**src/rtl/phase_pacer_pkg.sv**
```systemverilog
package phase_pacer_pkg;
    localparam int STATE_W = 3;
    localparam int PHASES  = 4;

    typedef enum logic [STATE_W-1:0] {
        ST_IDLE = 3'd0,
        ST_READ = 3'd1,
        ST_CH1  = 3'd2,
        ST_CH2  = 3'd3,
        ST_CH3  = 3'd4,
        ST_DONE = 3'd5
    } pp_state_t;
endpackage

```
**src/rtl/phase_pacer_next.sv**
```systemverilog
module phase_pacer_next
    import phase_pacer_pkg::*;
(
    input  pp_state_t cur_i,
    input  logic      start_i,
    input  logic      slot_end_i,
    output pp_state_t nxt_o
);
    always_comb begin
        nxt_o = cur_i;
        if (start_i) begin
            // START: any state -> READ, wins over a coincident strobe
            nxt_o = ST_READ;
        end else begin
            unique case (cur_i)
                ST_IDLE: nxt_o = ST_IDLE;
                ST_READ: nxt_o = slot_end_i ? ST_CH1  : ST_READ;  // TICK_READ / HOLD
                ST_CH1:  nxt_o = slot_end_i ? ST_CH2  : ST_CH1;   // TICK_CH1 / HOLD
                ST_CH2:  nxt_o = slot_end_i ? ST_CH3  : ST_CH2;   // TICK_CH2 / HOLD
                ST_CH3:  nxt_o = slot_end_i ? ST_DONE : ST_CH3;   // FINISH / HOLD
                ST_DONE: nxt_o = ST_DONE;
                default: nxt_o = ST_IDLE;                         // illegal code recovery
            endcase
        end
    end
endmodule

```
**src/rtl/phase_pacer_sreg.sv**
```systemverilog
module phase_pacer_sreg
    import phase_pacer_pkg::*;
(
    input  logic      clk,
    input  logic      rst_n,
    input  logic      start_i,
    input  pp_state_t nxt_i,
    output pp_state_t cur_o,
    output logic      restart_o
);
    logic enter_done;

    assign enter_done = (nxt_i == ST_DONE) && (cur_o != ST_DONE);

    always_ff @(posedge clk) begin
        if (!rst_n) begin
            cur_o     <= ST_IDLE;
            restart_o <= 1'b0;
        end else begin
            cur_o     <= nxt_i;
            restart_o <= start_i | enter_done;
        end
    end
endmodule

```
**src/rtl/phase_pacer_outs.sv**
```systemverilog
module phase_pacer_outs
    import phase_pacer_pkg::*;
#(
    parameter int C1_W = 2,
    parameter int C2_W = 4,
    parameter int C3_W = 4
) (
    input  pp_state_t         cur_i,
    input  logic [C1_W-1:0]   c1_act_i,
    input  logic [C2_W-1:0]   c2_act_i,
    input  logic [C3_W-1:0]   c3_act_i,
    output logic [PHASES-1:0] phase_o,
    output logic              done_o,
    output logic              conflict_o
);
    logic c1_busy, c2_busy, c3_busy;

    assign c1_busy = |c1_act_i;
    assign c2_busy = |c2_act_i;
    assign c3_busy = |c3_act_i;

    always_comb begin
        phase_o    = '0;
        done_o     = 1'b0;
        conflict_o = 1'b0;
        unique case (cur_i)
            ST_IDLE: ;
            ST_READ: phase_o[0] = 1'b1;
            ST_CH1: begin
                phase_o[1] = 1'b1;
                conflict_o = c1_busy & (c2_busy | c3_busy);
            end
            ST_CH2: begin
                phase_o[2] = 1'b1;
                conflict_o = c2_busy & ~c1_busy & c3_busy;
            end
            ST_CH3:  phase_o[3] = 1'b1;
            ST_DONE: done_o = 1'b1;
            default: ;
        endcase
    end
endmodule

```
**src/rtl/phase_pacer.sv**
```systemverilog
module phase_pacer
    import phase_pacer_pkg::*;
#(
    parameter int C1_W = 2,
    parameter int C2_W = 4,
    parameter int C3_W = 4
) (
    input  logic              clk,
    input  logic              rst_n,
    input  logic              start_i,
    input  logic              slot_end_i,
    input  logic [C1_W-1:0]   c1_act_i,
    input  logic [C2_W-1:0]   c2_act_i,
    input  logic [C3_W-1:0]   c3_act_i,
    output logic [PHASES-1:0] phase_o,
    output logic              done_o,
    output logic              tmr_restart_o,
    output logic              conflict_o
);
    pp_state_t cur_st;
    pp_state_t nxt_st;

    phase_pacer_next u_next (
        .cur_i      (cur_st),
        .start_i    (start_i),
        .slot_end_i (slot_end_i),
        .nxt_o      (nxt_st)
    );

    phase_pacer_sreg u_sreg (
        .clk       (clk),
        .rst_n     (rst_n),
        .start_i   (start_i),
        .nxt_i     (nxt_st),
        .cur_o     (cur_st),
        .restart_o (tmr_restart_o)
    );

    phase_pacer_outs #(
        .C1_W (C1_W),
        .C2_W (C2_W),
        .C3_W (C3_W)
    ) u_outs (
        .cur_i      (cur_st),
        .c1_act_i   (c1_act_i),
        .c2_act_i   (c2_act_i),
        .c3_act_i   (c3_act_i),
        .phase_o    (phase_o),
        .done_o     (done_o),
        .conflict_o (conflict_o)
    );
endmodule

```
**config.mk**
```make
export PLATFORM = sky130hd
export DESIGN_NAME = phase_pacer
export DESIGN_NICKNAME = d
export VERILOG_FILES = /design/src/rtl/phase_pacer_pkg.sv /design/src/rtl/phase_pacer_next.sv /design/src/rtl/phase_pacer_sreg.sv /design/src/rtl/phase_pacer_outs.sv /design/src/rtl/phase_pacer.sv
export SDC_FILE = /design/constraint.sdc
export NUM_CORES = 1
export LEC_CHECK = 0
export BUFFER_PORTS_ARGS = -buffer_cell sky130_fd_sc_hd__buf_4
export CAP_MARGIN = 10
export CORE_AREA = 2 2 39 41
export CTS_CLUSTER_SIZE = 28
export DETAILED_ROUTE_END_ITERATION = 10
export DIE_AREA = 0 0 41 43
export HOLD_SLACK_MARGIN = 0.05
export SLEW_MARGIN = 20
export SYNTH_ARGS = -nofsm -noshare
export SYNTH_HDL_FRONTEND = slang
export SYNTH_SLANG_ARGS = --single-unit
```
**constraint.sdc**
```tcl
create_clock -name clk -period 1.05 [get_ports clk]
set_clock_uncertainty 0.1 [all_clocks]
set_input_delay 0.1575 -clock clk [delete_from_list [all_inputs] [get_ports clk]]
set_output_delay 0.1575 -clock clk [all_outputs]
set_load 0.05 [all_outputs]
```
Word level (Yosys, flattened, before mapping)
Cells that the tools add are included.
Cells by class
  equality and inequality tests: 7
  multiplexer cells: 12
  bitwise operators: 6
  reduce and logical (&&, ||, !) cells: 4
Operator list (count)
  one-hot mux 3 bit (5 select lines): 1
  == test 3 bit (second input constant): 3
  OR reduction 4 bit: 2
  2-to-1 mux 1 bit: 7
  == test 3 x 2 -> 1 bit (second input constant): 2
  2-to-1 mux 3 bit: 2
  AND 1 bit: 3
  == test 3 x 1 -> 1 bit (second input constant): 1
  != test 3 bit (second input constant): 1
  2-to-1 mux 2 bit: 1
  OR 1 bit: 2
  one-hot mux 1 bit (2 select lines): 1
  OR reduction 2 bit: 1
  logical AND 1 bit: 1
  inverter 1 bit: 1
Word-level totals
  register bits after elaboration: 4
  bits of input ports: 14
  output and inout bits: 7
  word-level logic and storage cells: 31

Longest topological paths before layout
Gate-level depths: netlist of run 1.
  depth in word-level cells: 6
  mapped depth: 3
  depth with buffers taken out: 3

Cells and area by module
From an unflattened synthesis of run 1, not the netlist that was laid out.
Second synthesis, totals
  cell total of the unflattened synthesis: 34
  area total of the unflattened synthesis: 295.3 µm²
Modules (own cells, without submodules)
  phase_pacer_sreg: instances 1, cells an instance 10, area each 125.1 µm², sequential area each 80.1 µm²
  phase_pacer_outs: instances 1, cells an instance 13, area each 86.3 µm², sequential area each 0.0 µm²
  phase_pacer_next: instances 1, cells an instance 11, area each 83.8 µm², sequential area each 0.0 µm²

Worst setup path before layout of run 1
OpenSTA, ideal clock, no wires.
  kind: register -> output
  from: register u_sreg.cur_o[1]
  to: output port conflict_o
  arrival time: 1.987 ns
  data required time: 0.792 ns
  path slack: -1.194 ns
  stages on the path, launching flop included: 4
  buffers on the path: 0
  path through: dfxtp_1 > nor3b_2 > o21ai_1 > o21ai_1
Between the ends
  cells in the longest elaborated chain, start to end: 2
  elaborated cells between the ends (all ways): 3
  those cells by class: 2 x eq/ne; 1 x mux
RTL lines
  start, declared: RTL line phase_pacer_sreg.sv:8  | output pp_state_t cur_o,
  start signal, assigned: RTL line phase_pacer_sreg.sv:20  | cur_o <= nxt_i;
  == test 3 x 2 -> 1 bit: RTL line phase_pacer_outs.sv:26  | unique case (cur_i)
  one-hot mux 1 bit (2 select lines) *: RTL line phase_pacer_outs.sv:26
  end, declared: RTL line phase_pacer.sv:18  | output logic conflict_o
Mark *: on every way between the ends. The rest lies on a longest branch, timed or not.

Worst setup path after layout of run 1
  from: register u_sreg.cur_o[0]
  to: output port conflict_o
Same word-level chain as after synthesis.

==> results of run 1 <==
==> layout make-up <==
class | count | area [µm²]
multi-input combinational | 24 | 223
timing repair buffer | 29 | 253
sequential | 4 | 91.3
clock buffer | 4 | 26.3
fill | 144 | 767
tap | 16 | 20.0
inverter | 1 | 3.75
==> synth_stat cells <==
library cell,instances
a21oi_1,1
o21ai_1,2
nor3b_2,1
nor2_1,3
o21ai_0,1
nor3b_1,1
nand4_1,1
a221oi_1,1
o21a_1,2
inv_1,1
nor3_1,2
xor2_1,1
nand2_1,2
and3b_1,2
nand2b_1,2
dfxtp_1,4
or4_4,2
==> through the flow <==
stage,TNS [ns],total power [W],setup WS (ns),std cells
final,-2.49,0.000520,-0.460,78
after global routing,-2.99,0.000557,-0.532,78
after CTS,-2.43,0.000531,-0.451,77
after detailed placement,-1.30,0.000295,-0.457,69
after global placement,-1.21,0.000293,-0.444,69
after floorplan,-1.84,0.000230,-0.612,29
==> registers in the layout (all words and copies together), names as in the netlist <==
name	flops
u_sreg.cur_o	3
u_sreg.restart_o	1
==> worst paths after layout <==
check | start | end | slack (ns) | depth (start not counted)
hold reg to reg | u_sreg.cur_o[2] | u_sreg.cur_o[1] | 0.37 | 1
hold / removal | slot_end_i | u_sreg.cur_o[2] | 0.11 | 3
setup reg to reg | u_sreg.cur_o[2] | u_sreg.cur_o[2] | -0.23 | 6
setup / recovery | u_sreg.cur_o[0] | conflict_o | -0.46 | 4
==> routing by layer <==
metal	GRT usage [%]	vias up
met2	21.9	7
met4	6.00	0
met3	3.14	0
met1	14.4	157
met5	0	-
li1	-	176
==> critical path, stage by stage (launching register included) <==
cell,delay (ns)
dfxtp_4,0.36
nor3b_4,0.24
o21ai_2,0.10
o21ai_4,0.15
buf_6,0.17
==> kinds of logic after synthesis <==
family          count (synthesis)  synth area share [%]
flops                           4                  32.8
simple gates                   16                  44.1
buf+inv                         1                  1.54
xor+xnor                        1                  3.59
compound gates                  7                  17.9
==> repair_timing <==
action | in CTS | in global routing
resized for setup | 15 | 4
buffers inserted | 2 | 2
endpoints found under the setup margin | 10 | 10
hold buffers | 2 | 0
pin swaps | 4 | 0
endpoints found under the hold margin | 2 | 0
==> power by group <==
part | internal (W) | switching [W] | leakage, nW
Combinational | 0.0000799 | 0.0000687 | 0.213
Clock | 0.000143 | 0.0000665 | 0.0150
Sequential | 0.000155 | 0.00000759 | 0.0350
==> impl_summary.txt, run 1 <==
----------------------------------------------------
[Outcome]
  Status ... complete, but fails checks
  Violations in the final reports ... setup timing

[Timing]
  Final setup violation count ... 9
  Post-layout minimum cycle time ... between 1.5 and 2 ns
  Number of slew-limit violations in the final report ... 0
  Hold Slack ... between 0.1 and 0.15 ns
  Final Hold Fails ... 0
  RSZ-0062 raised after global routing ... true
  Maximum clock frequency ... between 600 and 700 MHz
  Worst path setup slack after routing ... -0.460 ns
  Slew margin rel. ... 81.6%
  Worst-Margin Slew ... approximately 0.28 ns
  Ratio of final minimum period to clock period ... 144%

[Clock tree]
  Buffer levels on the longest clock path ... 2
  Clock H-tree levels ... 1
  CTS tree ... done
  Total clock sinks ... 4
  Root Buffer Master ... clkbuf_4
  Clock-pin slew reported for the worst setup and hold paths after clock tree synthesis ... about 0.04 ns
  CTS Buf Count ... 3
  Source-to-sink clock delay at the later pin of the worst-skew pair ... 0.24 ns

[Global routing]
  Number of global-route vias before repair ... between 300 and 400
  Antenna violations before repair ... 0
  Overflow left after global routing ... 0
  Aggregate global-route resource usage ... between 10% and 20%
  Pin count of the biggest net entering global routing ... 8
  First-pass GRT wire length ... about 1600 µm

[Die]
  Horiz. Die Dim ... ~40 µm
  Core Rows ... 14
  Core Box Area ... about 1400 µm²
  Initial cell density of the core ... between 15 and 20%
  Die height ... 43 µm
  Area of the die ... between 1500 and 2000 µm²
  Number of ports placed on the die boundary ... 21

[Power and ir drop]
  Maximum vdd ir drop ... 547 µV
  Leakage power figure ... 0.263 nW
  Power per cell area ... between 800 and 900 nW/µm²

[Route]
  Length of the first detailed-routing pass in iterations ... 2
  Routed via count ... 340
  Met2 routed wirelength ... about 460 µm
  Average wire per cell in the routed design ... around 11 µm
  Wl on met1 ... between 300 and 400 µm
  Met3 wirelength from detailed routing ... ~24 µm
  Number of remaining DRC errors ... 0
  Initial drt markers ... 3
  Antenna Nets Post-Route ... 0
  Top Layer Used ... met3
  Vias per std cell ... about 4.4
  Drt total wl ... between 800 and 900 µm

[Synthesis]
  Total nets after synthesis ... 43
  Total of warnings raised by yosys ... 0
  Cell accounting for the most synthesized area ... dfxtp_1
  Number of standard cells after synthesis ... 29
  Top-area cell type share of the netlist area ... between 30% and 40%
  Count of unique library cells instantiated by Yosys ... 17
  Top area cells in the synthesized netlist ... dfxtp_1 33%, or4_4 9.2%, and3b_1 7.2%, o21a_1 6.2%, nand2b_1 5.1%
  Post-synthesis instance area ... roughly 240 µm²
  Per-instance average area after synthesis ... around 8.4 µm²
  Number of register bits inferred by synthesis ... 4
  Sequential cell area fraction in the yosys report ... approximately a third

[Layout]
  Fin nets ... 77
  N_diodes ... 0
  Layout cell share with drive strength beyond 1 ... around three quarters
  Final std cell area, no fill ... about 620 µm²
  Leading cell types in the layout, fill and taps excluded ... 20 x buf_4, 6 x buf_6, 3 x clkbuf_4, 3 x dfxtp_4
  Most common library cell in the layout ignoring fill and taps ... buf_4
  Area growth from synthesis to layout ... 153%
  Utilization after layout ... 44.6%

[Critical path]
  Maximum fanout along the worst path ... 5
  Type of destination of the critical path ... output pin
  Sort of element at the start of the critical path ... flop
  Arrival time worst endpoint ... 1.25 ns
  Crit path kind ... flop to output pin
  Data required, critical path ... between 0.7 and 0.8 ns

[Placed design]
  Total half-perimeter wirelength after legalization and detailed placement ... ~630 µm
  Count of buffers inserted at the top-level ports ... 20
  Routability-driven placement congestion ratio ... roughly 0.74
  Cell Area, Placed ... 484 µm²

[Flow run]
  Number of maximum-capacitance constraint violations ... 0

[Min path]
  Hold Path Class ... input pin to flop

----------------------------------------------------
Power figures use the tool's default switching activity.
==> inputs of run 2 (changes only) <==
--- a/config.mk
+++ b/config.mk
@@ -15,4 +15,5 @@
 export SLEW_MARGIN = 20
 export SYNTH_ARGS = -nofsm -noshare
 export SYNTH_HDL_FRONTEND = slang
+export SYNTH_HIERARCHICAL = 1
 export SYNTH_SLANG_ARGS = --single-unit
==> constraint.sdc (replaced) <==
create_clock -name clk -period 1.77 [get_ports clk]
set_clock_uncertainty 0.1 [all_clocks]
set_input_delay 0.2655 -clock clk [delete_from_list [all_inputs] [get_ports clk]]
set_output_delay 0.2655 -clock clk [all_outputs]
set_load 0.05 [all_outputs]
==> run 2 against run 1 <==
The flow now finishes without violations. Die area unchanged. Sequential power fell by 39%. Via count is 6.8% higher. Critical path depth rose by 1. Synthesized cell count increased by 17%. Wire length is 3.8% lower. Synthesized area rose by 21%. Final area decreased by 16%. Highest routed layer unchanged. Cell count fell by 3.8%. Combinational power decreased by 44%.
==> impl_summary.txt, run 2 <==
----------------------------------------------------
[Timing]
  Worst-Margin Slew ... roughly 0.32 ns
  RSZ-0062 raised after global routing ... false
  Maximum clock frequency ... slightly below 600 MHz
  Ratio of final minimum period to clock period ... between 90% and 100%
  Total negative setup slack ... 0 ns
  Final Hold Fails ... 0
  Hold Slack ... 0.175 ns
  Number of slew-limit violations in the final report ... 0
  Slew margin rel. ... around four fifths
  Final setup violation count ... 0
  Post-layout minimum cycle time ... ~1.7 ns

[Clock tree]
  Total clock sinks ... 4
  CTS Hold Buffers Added ... 0
  Clock-pin slew reported for the worst setup and hold paths after clock tree synthesis ... about 0.04 ns
  CTS tree ... done
  CTS Buf Count ... 3
  Root Buffer Master ... clkbuf_4
  Source-to-sink clock delay at the later pin of the worst-skew pair ... around 0.23 ns
  Clock H-tree levels ... 1
  Number of post-CTS setup repair buffers ... 0
  Quantity of gates resized following cts ... 0
  Buffer levels on the longest clock path ... 2

[Critical path]
  Sort of element at the start of the critical path ... input pin
  Maximum fanout along the worst path ... 2
  Arrival time worst endpoint ... around 1.4 ns
  Data required, critical path ... approximately 1.4 ns
  Type of destination of the critical path ... output pin
  Crit path kind ... input pin to output pin

[Die]
  Horiz. Die Dim ... ~41 µm
  Core Box Area ... 1380 µm²
  Initial cell density of the core ... 21.3%
  Area of the die ... ~1800 µm²
  Die height ... 43 µm
  Core Rows ... 14
  Number of ports placed on the die boundary ... 21

[Layout]
  Leading cell types in the layout, fill and taps excluded ... 22 x buf_4, 4 x dfxtp_1, 3 x clkbuf_4, 3 x nor2_1
  Utilization after layout ... between 30% and 40%
  Largest regs ... u_sreg/cur_o x3, u_sreg/restart_o x1
  N_diodes ... 0
  Layout cell share with drive strength beyond 1 ... a little under three fifths
  Area growth from synthesis to layout ... 75.4%
  Fin nets ... 75
  Most common library cell in the layout ignoring fill and taps ... buf_4
  Number of flip-flops under the largest register name ... 3
  FILL cells ... 135
  Final std cell area, no fill ... between 500 and 600 µm²
  Largest register by flop count ... u_sreg/cur_o

[Power and ir drop]
  Internal power of the cells ... between 0.0002 and 0.00025 W
  Leakage power figure ... 0.230 nW
  Total chip power ... roughly 0.00029 W
  Power per cell area ... about 570 nW/µm²
  Portion of total power attributed to combinational logic ... around 28%
  Switching share of power ... between 20 and 30%
  Net switching power ... around 0.00008 W
  Clock group share of total power ... 37.8%
  Maximum vdd ir drop ... 503 µV
  Portion of total power attributed to sequential cells ... between 30% and 40%

[Outcome]
  Status ... complete, no violations

[Global routing]
  Routing usage on met2 ... 15.3%
  Met1 demand-to-capacity share in global routing ... 9.65%
  Number of global-route vias before repair ... around 300
  Overflow left after global routing ... 0
  Antenna violations before repair ... 0
  Aggregate global-route resource usage ... roughly 9.1%
  Pin count of the biggest net entering global routing ... 11
  First-pass GRT wire length ... 1090 µm
  GRT busiest layer ... met2
  Met3 capacity usage during global routing ... 6.28%

[Synthesis]
  Total of warnings raised by yosys ... 6
  Fraction of registers with async set or reset after synthesis ... 0%
  Post-synthesis instance area ... slightly below 300 µm²
  Commonest register cell after synthesis ... dfxtp_1
  Top cells by instance count after synthesis ... 4 x dfxtp_1, 3 x nor2_1
  Count of unique library cells instantiated by Yosys ... 22
  Top-count cell post-synth ... dfxtp_1
  Number of register bits inferred by synthesis ... 4
  Number of flops mapped to enable cells by yosys ... 0
  Top-area cell type share of the netlist area ... around 27%
  Per-instance average area after synthesis ... a little under 9 µm²
  Top area cells in the synthesized netlist ... dfxtp_1 27%, nand3b_1 5.1%, nor3b_1 5.1%, o221ai_2 5.1%, a211oi_2 4.2%
  Sequential cell area fraction in the yosys report ... a little over a quarter
  Number of standard cells after synthesis ... 34
  Cell accounting for the most synthesized area ... dfxtp_1
  Total nets after synthesis ... between 40 and 50

[Min path]
  Hold Path Class ... input pin to flop

[Placed design]
  Count of buffers inserted at the top-level ports ... 20
  Routability-driven placement congestion ratio ... roughly 0.75
  Total half-perimeter wirelength after legalization and detailed placement ... ~640 µm
  Cell Area, Placed ... slightly below 500 µm²

[Route]
  Drt total wl ... about 810 µm
  Antenna Nets Post-Route ... 0
  Number of remaining DRC errors ... 0
  Average wire per cell in the routed design ... ~11 µm
  Length of the first detailed-routing pass in iterations ... 4
  Initial drt markers ... 6
  Vias per std cell ... between 4 and 5
  Routed via count ... roughly 360

[Flow run]
  Number of maximum-capacitance constraint violations ... 0

----------------------------------------------------
## run 2: changes by cell type in the layout (fill, tap and decap cells not counted), sizes merged, moves of 2 or more
| cell | before | now |
|---|---|---|
| buf | 27 | 22 |
| and2 | 0 | 3 |
| o21ai | 3 | 0 |
| and3b | 2 | 0 |
| dlygate4sd3 | 2 | 0 |
| nand2 | 2 | 0 |
| nand3b | 0 | 2 |
| o21a | 2 | 0 |
## run 2: layout make-up
class                   count  area, µm²  area share (%)
inverters                   2       7.51            1.45
clock buffers               3       22.5            4.35
well taps                  16       20.0            3.86
flip-flops and latches      4       80.1            15.5
multi-input cells          28        223            43.0
repair buffers             22        165            31.9
## run 2: power by group through the flow
stage	Combinational [W]	Clock [W]	Sequential, W
after floorplan	0.0000359	0	0.000106
after global placement	0.0000824	0	0.000100
after detailed placement	0.0000834	0	0.000100
after CTS	0.0000834	0.000116	0.0000991
after global routing	0.0000883	0.000127	0.0000994
final	0.0000831	0.000111	0.0000990
## run 2: logic make-up (layout without fill, tap and decap cells)
kind of cell,count (synthesis),after routing,synth area share [%]
AOI/OAI and AO/OA,8,8,25.0
buffers and inverters,2,27,2.54
and+or+nand+nor,20,20,45.3
DFF,4,4,27.1
## run 2: stage by stage
| step | setup WS, ns | cells |
|---|---|---|
| 2_1_floorplan | -0.0113 | 34 |
| 3_3_place_gp | 0.0690 | 72 |
| 3_5_place_dp | 0.0595 | 72 |
| 4_1_cts | 0.0521 | 75 |
| 5_1_grt | 0.0137 | 75 |
| 6_report | 0.0436 | 75 |
## run 2: per-layer routing
layer	part of all wire [%]	wire length (µm)
met1	38	310
met2	43	352
met3	18	147
met4	0	0
met5	0	0
## run 2: final timing paths
| path | end | start | slack, ns | cells past startpoint |
|---|---|---|---|---|
| worst min register to register | u_sreg/cur_o[0] | u_sreg/cur_o[1] | 0.59 | 2 |
| worst max register to register | u_sreg/restart_o | u_sreg/cur_o[2] | 0.32 | 4 |
| worst min-delay path | u_sreg/cur_o[0] | rst_n | 0.18 | 2 |
| worst max-delay path | conflict_o | c3_act_i[1] | 0.04 | 5 |
## run 2: critical path, stage by stage
cell and delay [ns]:
buf_4 0.10, or4_1 0.56, o221ai_2 0.15, a21oi_1 0.09
buf_4 0.19
==> inputs of run 3 (changes only) <==
==> constraint.sdc (replaced) <==
create_clock -name clk -period 1.5 [get_ports clk]
set_clock_uncertainty 0.1 [all_clocks]
set_input_delay 0.225 -clock clk [delete_from_list [all_inputs] [get_ports clk]]
set_output_delay 0.225 -clock clk [all_outputs]
set_load 0.05 [all_outputs]
==> run 3 against run 2 <==
The run now ends with setup timing left. Sequential share of layout area shrank 0.89 points. Cell count is the same. Wire length shrank 1.2%. Sequential power grew 19%. Register-to-register slack lost 0.24 ns. First-iteration DRC count is the same. Largest cell class unchanged. Highest routed layer unchanged.
==> impl_summary.txt, run 3 (synthesis results as in run 2) <==
----------------------------------------------------
[Clock tree]
  CTS Hold Buffers Added ... 0
  CTS Buf Count ... 3
  Clock-pin slew reported for the worst setup and hold paths after clock tree synthesis ... roughly 0.040 ns
  Clock H-tree levels ... 1
  Root Buffer Master ... clkbuf_4
  Number of post-CTS setup repair buffers ... 0
  CTS tree ... done
  Source-to-sink clock delay at the later pin of the worst-skew pair ... roughly 0.23 ns
  Total clock sinks ... 4
  Buffer levels on the longest clock path ... 2

[Critical path]
  Reg-to-reg startpoint ... u_sreg/cur_o[0]
  Slowest-stage cell, CP ... or4_4
  Sort of element at the start of the critical path ... input pin
  Arrival time worst endpoint ... around 1.3 ns
  Kind of cell adding the most delay to the critical path ... simple AND/OR/NAND/NOR gates
  Ordered list of cells on the worst path ... buf_6 -> or4_4 -> o221ai_2 -> a21oi_2 -> buf_6
  Number of buffer and inverter stages on the critical path ... 2
  Type of destination of the critical path ... output pin
  Maximum fanout along the worst path ... 2
  Cell depth of the worst flop-to-flop path ... 4
  Crit path kind ... input pin to output pin
  Dominant cell type by count on the critical path ... buf_6
  Reg-to-reg setup timing slack ... 0.08 ns
  Data required, critical path ... 1.17 ns
  Worst R2R End ... u_sreg/restart_o
  Slowest cell delay on critical path ... 0.53 ns

[Layout]
  Non-filler cells in the finished layout ... 75
  Layout cell share with drive strength beyond 1 ... a little under three quarters
  Area growth from synthesis to layout ... 94.9%
  FILL cells ... 144
  N_diodes ... 0
  Number of flip-flops under the largest register name ... 3
  Most common library cell in the layout ignoring fill and taps ... buf_4
  Largest regs ... u_sreg/cur_o x3, u_sreg/restart_o x1
  Utilization after layout ... a little over 40%
  Final std cell area, no fill ... approximately 580 µm²
  Fin nets ... 75
  Largest register by flop count ... u_sreg/cur_o
  Leading cell types in the layout, fill and taps excluded ... 13 x buf_4, 9 x buf_6, 3 x clkbuf_4, 3 x dfxtp_2

[Global routing]
  Antenna violations before repair ... 0
  Aggregate global-route resource usage ... 9.80%
  Number of global-route vias before repair ... between 200 and 300
  Overflow left after global routing ... 0
  First-pass GRT wire length ... between 1000 and 1500 µm
  Pin count of the biggest net entering global routing ... 11

[Route]
  Antenna Nets Post-Route ... 0
  Number of remaining DRC errors ... 0
  Drt total wl ... ~800 µm
  Vias per std cell ... 4.80
  Initial drt markers ... 6
  Routed via count ... 360
  Average wire per cell in the routed design ... 10.7 µm
  Length of the first detailed-routing pass in iterations ... 2

[Timing]
  Maximum clock frequency ... approximately 630 MHz
  Final Hold Fails ... 0
  Final setup violation count ... 1
  Number of slew-limit violations in the final report ... 0
  Worst-Margin Slew ... ~0.27 ns
  Ratio of final minimum period to clock period ... 106%
  Slew margin rel. ... just over 80%
  Worst path setup slack after routing ... -0.0829 ns
  Post-layout minimum cycle time ... ~1.6 ns
  RSZ-0062 raised after global routing ... true

[Power and ir drop]
  Total chip power ... around 0.00036 W
  Maximum vdd ir drop ... approximately 180 µV
  Leakage power figure ... roughly 0.24 nW
  Power per cell area ... roughly 630 nW/µm²

[Min path]
  Hold Path Class ... input pin to flop
  Hold Startpoint ... rst_n
  Min-Delay Endpoint ... u_sreg/cur_o[0]
  Worst hold stages ... 2

[Die]
  Horiz. Die Dim ... just over 40 µm
  Initial cell density of the core ... roughly a fifth
  Die height ... between 40 and 50 µm
  Core Box Area ... around 1400 µm²
  Core Rows ... 14
  Area of the die ... 1760 µm²
  Number of ports placed on the die boundary ... 21

[Outcome]
  Status ... complete, but fails checks
  Violations in the final reports ... setup timing

[Placed design]
  Routability-driven placement congestion ratio ... 0.595
  Cell Area, Placed ... about 500 µm²
  Count of buffers inserted at the top-level ports ... 20
  Total instance count after detailed placement ... a little over 70
  Post-placement worst setup slack ... -0.143 ns

[Flow run]
  Number of maximum-capacitance constraint violations ... 0

----------------------------------------------------
## run 3: worst max path at each step
stage	startpoint	end	slack (ns)	cells past startpoint
finish	c2_act_i[2]	conflict_o	-0.08	5
global route	c2_act_i[2]	conflict_o	-0.11	5
CTS	c3_act_i[2]	conflict_o	-0.08	5
detailed placement	c3_act_i[1]	conflict_o	-0.14	5
global placement	c3_act_i[1]	conflict_o	-0.14	5
floorplan	u_sreg/cur_o[0]	done_o	-0.11	2
## run 3: through the flow
stage	setup TNS [ns]	hold WS (ns)
floorplan	-0.448	0.247
global placement	-0.137	0.362
detailed placement	-0.143	0.370
CTS	-0.0831	0.114
global route	-0.113	0.123
finish	-0.0829	0.132
## run 3: report_power, final
group          total, W  switching [W]  internal (W)
combinational  0.000108      0.0000522     0.0000554
sequential     0.000118     0.00000564      0.000112
clock          0.000136      0.0000463     0.0000897
## run 3: area by class of cell
cell class / instances / area, µm² / share of cell area (%)
inverter: 2 / 7.51 / 1.30
clock buffer: 3 / 22.5 / 3.91
timing repair buffer: 22 / 199 / 34.6
sequential: 4 / 83.8 / 14.6
tap: 16 / 20.0 / 3.48
multi-input combinational: 28 / 243 / 42.2
## run 3: layer usage
layer / track usage, % / up-vias / part of all wire (%)
li1: - / 181 / -
met1: 12.4 / 166 / 42
met2: 14.7 / 13 / 51
met3: 1.57 / 0 / 6.3
met4: 6.00 / 0 / 0
met5: 0 / - / 0
## run 3: repair_timing
action	CTS	global route
resized for setup	6	11
endpoints found under the setup margin	6	7
pin swaps	3	4
